$ cat config.mk
export PLATFORM = sky130hd
export DESIGN_NAME = uart_irq_ident
export DESIGN_NICKNAME = d
export VERILOG_FILES = /design/src/rtl/uart_iid_pkg.sv /design/src/rtl/iid_sticky_flag.sv /design/src/rtl/iid_prio_sel.sv /design/src/rtl/uart_irq_ident.sv
export SDC_FILE = /design/constraint.sdc
export NUM_CORES = 1
export LEC_CHECK = 0
export BUFFER_PORTS_ARGS = -buffer_cell sky130_fd_sc_hd__clkbuf_2
export CAP_MARGIN = 10
export CORE_AREA = 3 3 40 42
export CTS_CLUSTER_SIZE = 12
export DETAILED_ROUTE_END_ITERATION = 10
export DIE_AREA = 0 0 43 45
export PLACE_DENSITY = 0.51
export SETUP_SLACK_MARGIN = 0.4
export SLEW_MARGIN = 5
export SYNTH_ARGS = -nofsm -noshare
export SYNTH_HDL_FRONTEND = slang
export SYNTH_SLANG_ARGS = --single-unit
$ cat constraint.sdc
create_clock -name clk -period 0.8 [get_ports clk]
set_input_delay 0.04 -clock clk [delete_from_list [all_inputs] [get_ports clk]]
set_output_delay 0.04 -clock clk [all_outputs]
set_load 0.01 [all_outputs]
$ cat src/rtl/uart_iid_pkg.sv
package uart_iid_pkg;
    localparam int IID_W    = 8;
    localparam int IID_NSRC = 4;

    // Source index order is the priority order (index 0 highest)
    localparam logic [IID_W-1:0] IID_RX   = 8'h04;
    localparam logic [IID_W-1:0] IID_TX   = 8'h02;
    localparam logic [IID_W-1:0] IID_MS   = 8'h06;
    localparam logic [IID_W-1:0] IID_BRK  = 8'h00;
    localparam logic [IID_W-1:0] IID_NONE = 8'h01;

    localparam logic [IID_NSRC-1:0][IID_W-1:0] IID_CODES =
        {IID_BRK, IID_MS, IID_TX, IID_RX};

    typedef struct packed {
        logic [IID_W-1:0] iir;
        logic             irq;
    } iid_out_t;
endpackage

$ cat src/rtl/iid_sticky_flag.sv
module iid_sticky_flag #(
    parameter bit RST_VAL = 1'b0
) (
    input  logic clk,
    input  logic rst_n,
    input  logic set_i,
    input  logic clr_i,
    output logic flag_o
);
    logic flag_d, flag_q;

    always_comb begin
        flag_d = flag_q;
        if (clr_i) flag_d = 1'b0;
        if (set_i) flag_d = 1'b1;   // set wins over clear
    end

    always_ff @(posedge clk) begin
        if (!rst_n) flag_q <= RST_VAL;
        else        flag_q <= flag_d;
    end

    assign flag_o = flag_q;

    // a set in any cycle leaves the flag high afterwards
    a_r10_set_wins: assert property (@(posedge clk) disable iff (!rst_n)
        set_i |=> flag_o);
    a_r10_clear_alone: assert property (@(posedge clk) disable iff (!rst_n)
        (clr_i && !set_i) |=> !flag_o);
endmodule

$ cat src/rtl/iid_prio_sel.sv
module iid_prio_sel #(
    parameter int N_SRC  = 4,
    parameter int CODE_W = 8,
    parameter logic [N_SRC-1:0][CODE_W-1:0] CODES = '0,
    parameter logic [CODE_W-1:0] IDLE_CODE = '0
) (
    input  logic [N_SRC-1:0]  req_i,
    output logic [CODE_W-1:0] code_o
);
    logic [N_SRC-1:0] grant;

    genvar g;
    generate
        for (g = 0; g < N_SRC; g++) begin : g_grant
            if (g == 0) begin : g_top
                assign grant[g] = req_i[g];
            end else begin : g_rest
                assign grant[g] = req_i[g] & ~(|req_i[g-1:0]);
            end
        end
    endgenerate

    always_comb begin
        code_o = (|req_i) ? '0 : IDLE_CODE;
        for (int i = 0; i < N_SRC; i++) begin
            if (grant[i]) code_o = code_o | CODES[i];
        end
    end
endmodule

$ cat src/rtl/uart_irq_ident.sv
module uart_irq_ident
    import uart_iid_pkg::*;
#(
    parameter int EN_W = 3
) (
    input  logic             clk,
    input  logic             rst_n,
    input  logic [EN_W-1:0]  ier_en,
    input  logic             ln_data_ready,
    input  logic             ln_thr_empty,
    input  logic             ln_break,
    input  logic             modem_evt,
    input  logic             host_iir_rd,
    input  logic             host_ier_wr,
    input  logic             host_thr_wr,
    input  logic             tx_handoff,
    output logic [IID_W-1:0] iir_val,
    output logic             irq
);
    localparam int N_FLAG = 2;
    localparam int F_TX   = 0;
    localparam int F_MS   = 1;

    iid_out_t st_d, st_q;

    logic [N_FLAG-1:0] flag_set, flag_clr, flag_q;
    logic [IID_NSRC-1:0] src_req;
    logic [IID_W-1:0]    sel_code;
    logic                tx_code_read;

    // Hidden-flag side effects of host accesses
    assign tx_code_read     = host_iir_rd && (st_q.iir[2:0] == IID_TX[2:0]);
    assign flag_set[F_TX]   = (host_ier_wr && ln_thr_empty) || tx_handoff;
    assign flag_clr[F_TX]   = host_thr_wr || tx_code_read;
    assign flag_set[F_MS]   = modem_evt;
    assign flag_clr[F_MS]   = host_iir_rd;

    genvar f;
    generate
        for (f = 0; f < N_FLAG; f++) begin : g_flag
            iid_sticky_flag #(.RST_VAL(1'b0)) u_flag (
                .clk   (clk),
                .rst_n (rst_n),
                .set_i (flag_set[f]),
                .clr_i (flag_clr[f]),
                .flag_o(flag_q[f])
            );
        end
    endgenerate

    // Sources in priority order; the modem source uses enable bit 2
    assign src_req[0] = ln_data_ready && ier_en[0];
    assign src_req[1] = flag_q[F_TX]  && ier_en[1];
    assign src_req[2] = flag_q[F_MS]  && ier_en[2];
    assign src_req[3] = ln_break;

    iid_prio_sel #(
        .N_SRC    (IID_NSRC),
        .CODE_W   (IID_W),
        .CODES    (IID_CODES),
        .IDLE_CODE(IID_NONE)
    ) u_sel (
        .req_i (src_req),
        .code_o(sel_code)
    );

    always_comb begin
        st_d     = st_q;
        st_d.iir = sel_code;
        st_d.irq = (sel_code != IID_NONE);
    end

    always_ff @(posedge clk) begin
        if (!rst_n) begin
            st_q.iir <= IID_NONE;
            st_q.irq <= 1'b0;
        end else begin
            st_q <= st_d;
        end
    end

    assign iir_val = st_q.iir;
    assign irq     = st_q.irq;

    // request line agrees with the registered code
    a_r2_irq_code: assert property (@(posedge clk) disable iff (!rst_n)
        irq == (iir_val != IID_NONE));
    // enabled data-ready always wins on the next edge
    a_r1_rx_top: assert property (@(posedge clk) disable iff (!rst_n)
        (ln_data_ready && ier_en[0]) |=> (iir_val == IID_RX));
    // reading the transmit code without a set leaves it cleared
    a_r4_tx_read_clear: assert property (@(posedge clk) disable iff (!rst_n)
        (host_iir_rd && iir_val == IID_TX && !host_ier_wr && !tx_handoff)
        |=> !flag_q[F_TX]);
    // any read without a modem event clears the modem flag
    a_r5_ms_read_clear: assert property (@(posedge clk) disable iff (!rst_n)
        (host_iir_rd && !modem_evt) |=> !flag_q[F_MS]);
    // a modem update raises the flag
    a_r8_ms_set: assert property (@(posedge clk) disable iff (!rst_n)
        modem_evt |=> flag_q[F_MS]);
endmodule

==> metrics.csv, run 1 <==
stage,metric,value,unit
status,status,finished clean,
synth,number of synthesized register bits,6,
worst_setup_path,Crit Reg-Reg Endpoint,iir_val[0]$_SDFF_PN1_,
synth,yosys warns,0,
die,initial core utilization,0.204,
cts,CTS tree,yes,
detailed_routing,DRT Wirelength,517,um
finish,Antenna Cells,0,
sta,Max Clk Rate,1.27,GHz
finish,post-route cell area,397,sq um
detailed_routing,Wirelength per Cell,8.48,um
finish,register area,126,sq um
cts,"Setup Fix Bufs, Post-CTS",0,
worst_setup_path,crit end category,flop,
place,dpl hpwl,455,um
sta,setup TNS,0,ns
synth,post-synthesis cell count,28,
hold_path,HP Class,in2reg,
grt,vias in the first global route,209,
die,die width,43,um
synth,share of the yosys chip area belonging to registers,0.457,
cts,cts bufs inserted,3,
die,Die Ht,45,um
place,dpl ws,0.00842,ns
cts,cts hold-fix bufs,0,
place,GPL Wtd Cong,0.602,
synth,synth top area cells,"dfxtp_1 46%, buf_4 14%, o21a_1 5.7%, and2_1 4.8%, nand4bb_1 4.3%",
cts,clk buf depth,2,
worst_setup_path,largest fanout on the critical path,3,
power,VDD IR-drop max,568,uV
worst_setup_path,Critical Path Start,g_flag[0].u_flag.flag_o$_SDFFE_PN0P_,
worst_setup_path,WS Path Type,reg2reg,
cts,Clock Latency Late Sink,0.24,ns
die,core area,1280,sq um
finish,Final #Nets,61,
synth,Yosys cell types,15,
worst_setup_path,Reg2Reg Depth,3,
sta,final setup fails,0,
grt,first-pass GRT wire length,752,um
grt,Congestion Overflow GR,0,
detailed_routing,vias per cell,3.87,
sta,unrepaired setup endpoints after global routing,yes,
cts,Worst-path clk slew,0.04,ns
sta,Worst Skew,0.000170,ns
detailed_routing,Residual DRC,0,
place,IO Port Bufs,16,
detailed_routing,vias,236,
die,I/O Pins,22,
grt,largest net degree at the start of global routing,6,
worst_setup_path,Worst Path Arrival,0.97,ns
finish,post-layout util,0.309,
worst_setup_path,worst r2r src,g_flag[0].u_flag.flag_o$_SDFFE_PN0P_,
grt,GRT Util Overall,0.0601,
synth,top cell type by total area after synthesis,dfxtp_1,
power,LEAKAGE,0.197,nW
cts,Num Clock Sinks,6,
synth,top-area cell type share of the netlist area,0.457,
die,Site Rows,13,
detailed_routing,Pre-Repair DR Iteration Count,2,
sta,fin crit period,0.786,ns
detailed_routing,Starting DRT DRC Count,1,
sta,fin crit share,0.983,
cts,H-tree Lvls,1,
sta,Final Hold Fails,0,
power,PwrDens,1830,nW/um^2
sta,Fin Hold WS,0.0152,ns
worst_setup_path,end of the critical path,iir_val[0]$_SDFF_PN1_,
finish,Layout fillers,142,
worst_setup_path,flop-to-flop setup slack,0.01,ns
synth,synthesized area,263,sq um
worst_setup_path,CP Data Required Time,0.98,ns
run,max-cap viol count,0,
sta,max-slew violations,0,
finish,Area Growth Syn to Fin,51.0,%
sta,final worst setup slack,0.0137,ns
finish,share of layout cells above drive strength 1,0.587,
grt,initial antenna violation count,0,
synth,Avg Inst Size Synth,9.38,sq um
finish,multi-input logic area,130,sq um
detailed_routing,Antenna Nets Post-Route,0,
place,DP Area,343,sq um
worst_setup_path,Startpoint Class,flop,
die,die area,1940,sq um
cts,clk root buf,clkbuf_4,
[kinds of logic (layout without fill, tap and decap cells)]
kind of cell,Yosys count,after routing,share of synthesized area
simple gates,9,9,0.210
compound gates,7,7,0.176
flops,6,6,0.457
buf+inv,5,19,0.143
other cells,1,5,0.0143
[per-layer routing]
layer  global-route usage  routed length, um  vias up
met5                    0                  0        -
met4               0.0723                  0        0
met3               0.0359                 82        0
met2               0.0988                270       14
met1               0.0436                164      101
li1                     -                  -      121
[area by class of cell]
| cell class | instances | share of cell area |
|---|---|---|
| tap | 15 | 0.0473 |
| sequential | 6 | 0.319 |
| multi-input combinational | 21 | 0.328 |
| timing repair buffer | 16 | 0.249 |
| clock buffer | 3 | 0.0568 |
[placed cells by master, fill, tap and decap left out, drive strengths merged]
cell type / Yosys / final
a21boi: 1 / 1
a21oi: 2 / 2
a22o: 1 / 1
and2: 2 / 2
buf: 5 / 4
clkbuf: 0 / 15
conb: 1 / 5
dfxtp: 6 / 6
nand2: 3 / 3
nand3b: 1 / 1
nand4bb: 1 / 1
nor2: 1 / 1
nor2b: 1 / 1
o21a: 2 / 2
o21ai: 1 / 1
[worst min-delay path by stage]
stage	start	end	slack, ns	cells past startpoint
floorplan	rst_n	irq$_SDFF_PN0_	0.15	2
global placement	modem_evt	g_flag[1].u_flag.flag_o$_SDFFE_PN0P_	0.25	2
detailed placement	modem_evt	g_flag[1].u_flag.flag_o$_SDFFE_PN0P_	0.26	2
CTS	modem_evt	g_flag[1].u_flag.flag_o$_SDFFE_PN0P_	0.007	2
global route	modem_evt	g_flag[1].u_flag.flag_o$_SDFFE_PN0P_	0.009	2
finish	modem_evt	g_flag[1].u_flag.flag_o$_SDFFE_PN0P_	0.02	2
[synth_stat cells]
cell type / count
and2_1: 2
nor2_1: 1
a22o_1: 1
nand2_2: 1
buf_4: 5
nand4bb_1: 1
nor2b_1: 1
o21ai_1: 1
conb_1: 1
nand2_1: 2
dfxtp_1: 6
o21a_1: 2
nand3b_1: 1
a21oi_1: 2
a21boi_0: 1
[per-stage QoR]
step	power, mW	std cells
final	0.727	61
after floorplan	0.410	32
after CTS	0.727	61
after global placement	0.445	58
after detailed placement	0.446	58
after global routing	0.782	61
[flip-flops by register name (all words and copies together), names as in the netlist]
signal / cells
g_flag.u_flag.flag_o: 2
iir_val: 3
irq: 1
[worst max-delay path, cell delays in order (launching register included)]
cell,delay (ns)
dfxtp_2,0.32
a22o_1,0.21
nand2_2,0.07
and2_4,0.12
[repair_timing]
item | 4_1_cts | 5_1_grt
pin swaps | 1 | 2
resized for setup | 2 | 10
setup endpoints to repair | 10 | 10
[power by group]
| group | internal (mW) | total [mW] | switching [mW] |
|---|---|---|---|
| logic | 0.0713 | 0.122 | 0.0511 |
| clock network | 0.169 | 0.266 | 0.0968 |
| registers | 0.327 | 0.339 | 0.0125 |
Power figures use the tool's default switching activity.
==> inputs of run 2 (changes only) <==
--- a/config.mk
+++ b/config.mk
@@ -5,7 +5,7 @@
 export SDC_FILE = /design/constraint.sdc
 export NUM_CORES = 1
 export LEC_CHECK = 0
-export BUFFER_PORTS_ARGS = -buffer_cell sky130_fd_sc_hd__clkbuf_2
+export BUFFER_PORTS_ARGS = -buffer_cell sky130_fd_sc_hd__buf_4
 export CAP_MARGIN = 10
 export CORE_AREA = 3 3 40 42
 export CTS_CLUSTER_SIZE = 12
==> run 2 against run 1 <==
Against the previous run:
- hold slack got worse by 0.014 ns
- cell area increased by 13%
- clock skew increased by 0.0015 ns
- total power increased by 5.4%
- utilization increased by 4.1 points
- sequential power about the same
- global-route usage increased by 1.2 points
- sequential cell count unchanged
- sequential share of layout area decreased by 3.4 points
- combinational power increased by 29%
- non-clock buffer count increased by 1
- via count increased by 4.7%
- critical path type unchanged
- critical endpoint unchanged
==> metrics.csv, run 2 (synthesis gave the netlist of run 1 again) <==
stage,metric,value,unit
worst_setup_path,crit end category,flop,
finish,Antenna Cells,0,
power,Seq pwr share,0.446,
detailed_routing,vias per cell,3.98,
finish,"commonest non-fill, non-tap cell in the layout",buf_4,
run,max-cap viol count,0,
worst_setup_path,WS Path Type,reg2reg,
cts,Clock Latency Late Sink,0.24,ns
sta,Worst Skew,0.00164,ns
finish,Final #Nets,62,
sta,fin crit period,0.795,ns
detailed_routing,Starting DRT DRC Count,2,
worst_setup_path,worst r2r src,g_flag[0].u_flag.flag_o$_SDFFE_PN0P_,
power,Sw Pwr,0.170,mW
worst_setup_path,Worst Path Arrival,0.98,ns
grt,GRT Util Overall,0.0717,
sta,fin crit share,0.994,
sta,max-slew violations,0,
die,Site Rows,13,
worst_setup_path,largest fanout on the critical path,3,
power,clock power share,0.350,
worst_setup_path,flop-to-flop setup slack,0.005,ns
place,dpl hpwl,499,um
die,die area,1940,sq um
finish,post-layout util,0.350,
detailed_routing,vias,247,
worst_setup_path,Reg2Reg Depth,3,
power,VDD IR-drop max,372,uV
finish,share of layout cells above drive strength 1,0.638,
detailed_routing,Pre-Repair DR Iteration Count,2,
hold_path,Hold Crit Start,modem_evt,
place,placed instance count,58,
detailed_routing,DRT Wirelength,614,um
grt,Congestion Overflow GR,0,
cts,cts bufs inserted,3,
sta,setup TNS,0,ns
cts,Worst-path clk slew,0.04,ns
detailed_routing,Antenna Nets Post-Route,0,
worst_setup_path,Startpoint Class,flop,
power,Net Sw Frac,0.221,
worst_setup_path,Critical Path Start,g_flag[0].u_flag.flag_o$_SDFFE_PN0P_,
place,GPL Wtd Cong,0.596,
power,PwrDens,1710,nW/um^2
grt,largest net degree at the start of global routing,6,
grt,initial antenna violation count,0,
sta,Max Clk Rate,1.26,GHz
power,Internal,0.597,mW
sta,unrepaired setup endpoints after global routing,yes,
cts,clk buf depth,2,
cts,CTS tree,yes,
finish,max FFs per register,3,
die,core area,1280,sq um
worst_setup_path,Crit Reg-Reg Endpoint,iir_val[0]$_SDFF_PN1_,
hold_path,hold path cells,2,
die,Die Ht,45,um
detailed_routing,Residual DRC,0,
die,I/O Pins,22,
die,initial core utilization,0.204,
finish,"commonest non-fill, non-tap cells in the layout","12 x buf_4, 6 x dfxtp_2, 5 x conb_1, 5 x buf_6, 3 x clkbuf_4",
power,Logic pwr share,0.204,
sta,final setup fails,0,
finish,Area Growth Syn to Fin,71.0,%
sta,Final Hold Fails,0,
cts,H-tree Lvls,1,
finish,Post-Layout Cell Count,62,
status,status,finished clean,
place,IO Port Bufs,16,
grt,vias in the first global route,229,
power,LEAKAGE,0.212,nW
detailed_routing,Wirelength per Cell,9.90,um
die,die width,43,um
worst_setup_path,CP Data Required Time,0.98,ns
hold_path,HP Class,in2reg,
cts,clk root buf,clkbuf_4,
cts,Num Clock Sinks,6,
hold_path,Min-Delay Endpoint,g_flag[1].u_flag.flag_o$_SDFFE_PN0P_,
grt,first-pass GRT wire length,917,um
finish,Layout fillers,147,
## run 2: cell types whose count changed in the layout (fill, tap and decap cells not counted), sizes merged
cell    before  now
buf          4   17
clkbuf      15    3
## run 2: timing repair
| item | CTS | global route |
|---|---|---|
| resized for setup | 9 | 4 |
| hold buffers | 0 | 0 |
| endpoints found under the setup margin | 10 | 10 |
| pin swaps | 4 | 5 |
| setup buffers | 1 | 0 |
## run 2: worst max-delay path by stage
stage,endpoint,slack (ns),cells past startpoint
final,iir_val[0]$_SDFF_PN1_,0.005,3
after global placement,iir_val[0]$_SDFF_PN1_,-0.007,3
after CTS,iir_val[0]$_SDFF_PN1_,0.01,3
after detailed placement,iir_val[0]$_SDFF_PN1_,-0.004,3
after global routing,g_flag[0].u_flag.flag_o$_SDFFE_PN0P_,-0.03,3
after floorplan,iir_val[0]$_SDFF_PN1_,0.05,3
## run 2: per-layer routing
metal	GRT usage	share of wire	vias up
met5	0	0	-
met4	0.0723	0.011	0
met2	0.120	0.53	14
li1	-	-	123
met3	0.0438	0.13	2
met1	0.0556	0.33	108
## run 2: area by class of cell
class | count | area (sq um) | area share
repair buffers | 17 | 146 | 0.326
multi-input cells | 21 | 134 | 0.298
flip-flops and latches | 6 | 128 | 0.284
clock buffers | 3 | 22.5 | 0.0501
well taps | 15 | 18.8 | 0.0418
## run 2: power by group through the flow
| stage | clock, mW | sequential, mW | combinational (mW) |
|---|---|---|---|
| 2_1_floorplan | 0 | 0.348 | 0.0625 |
| 3_3_place_gp | 0 | 0.342 | 0.129 |
| 3_5_place_dp | 0 | 0.342 | 0.130 |
| 4_1_cts | 0.282 | 0.341 | 0.148 |
| 5_1_grt | 0.305 | 0.344 | 0.169 |
| 6_report | 0.268 | 0.341 | 0.157 |
## run 2: critical path: stages (launching register included)
cell and delay (ns):
dfxtp_2 0.32, a22o_1 0.22, nand2_2 0.08, and2_4 0.12
## run 2: per-stage QoR
stage / hold WS (ns) / cell area [sq um] / worst slack, ns / power [mW]
3_3_place_gp: 0.252 / 383 / -0.00665 / 0.471
3_5_place_dp: 0.260 / 383 / -0.00448 / 0.472
6_report: 0.00121 / 449 / 0.00494 / 0.766
5_1_grt: 0.00823 / 449 / -0.0251 / 0.817
2_1_floorplan: 0.154 / 282 / 0.0473 / 0.410
4_1_cts: 0.00999 / 435 / 0.0132 / 0.771
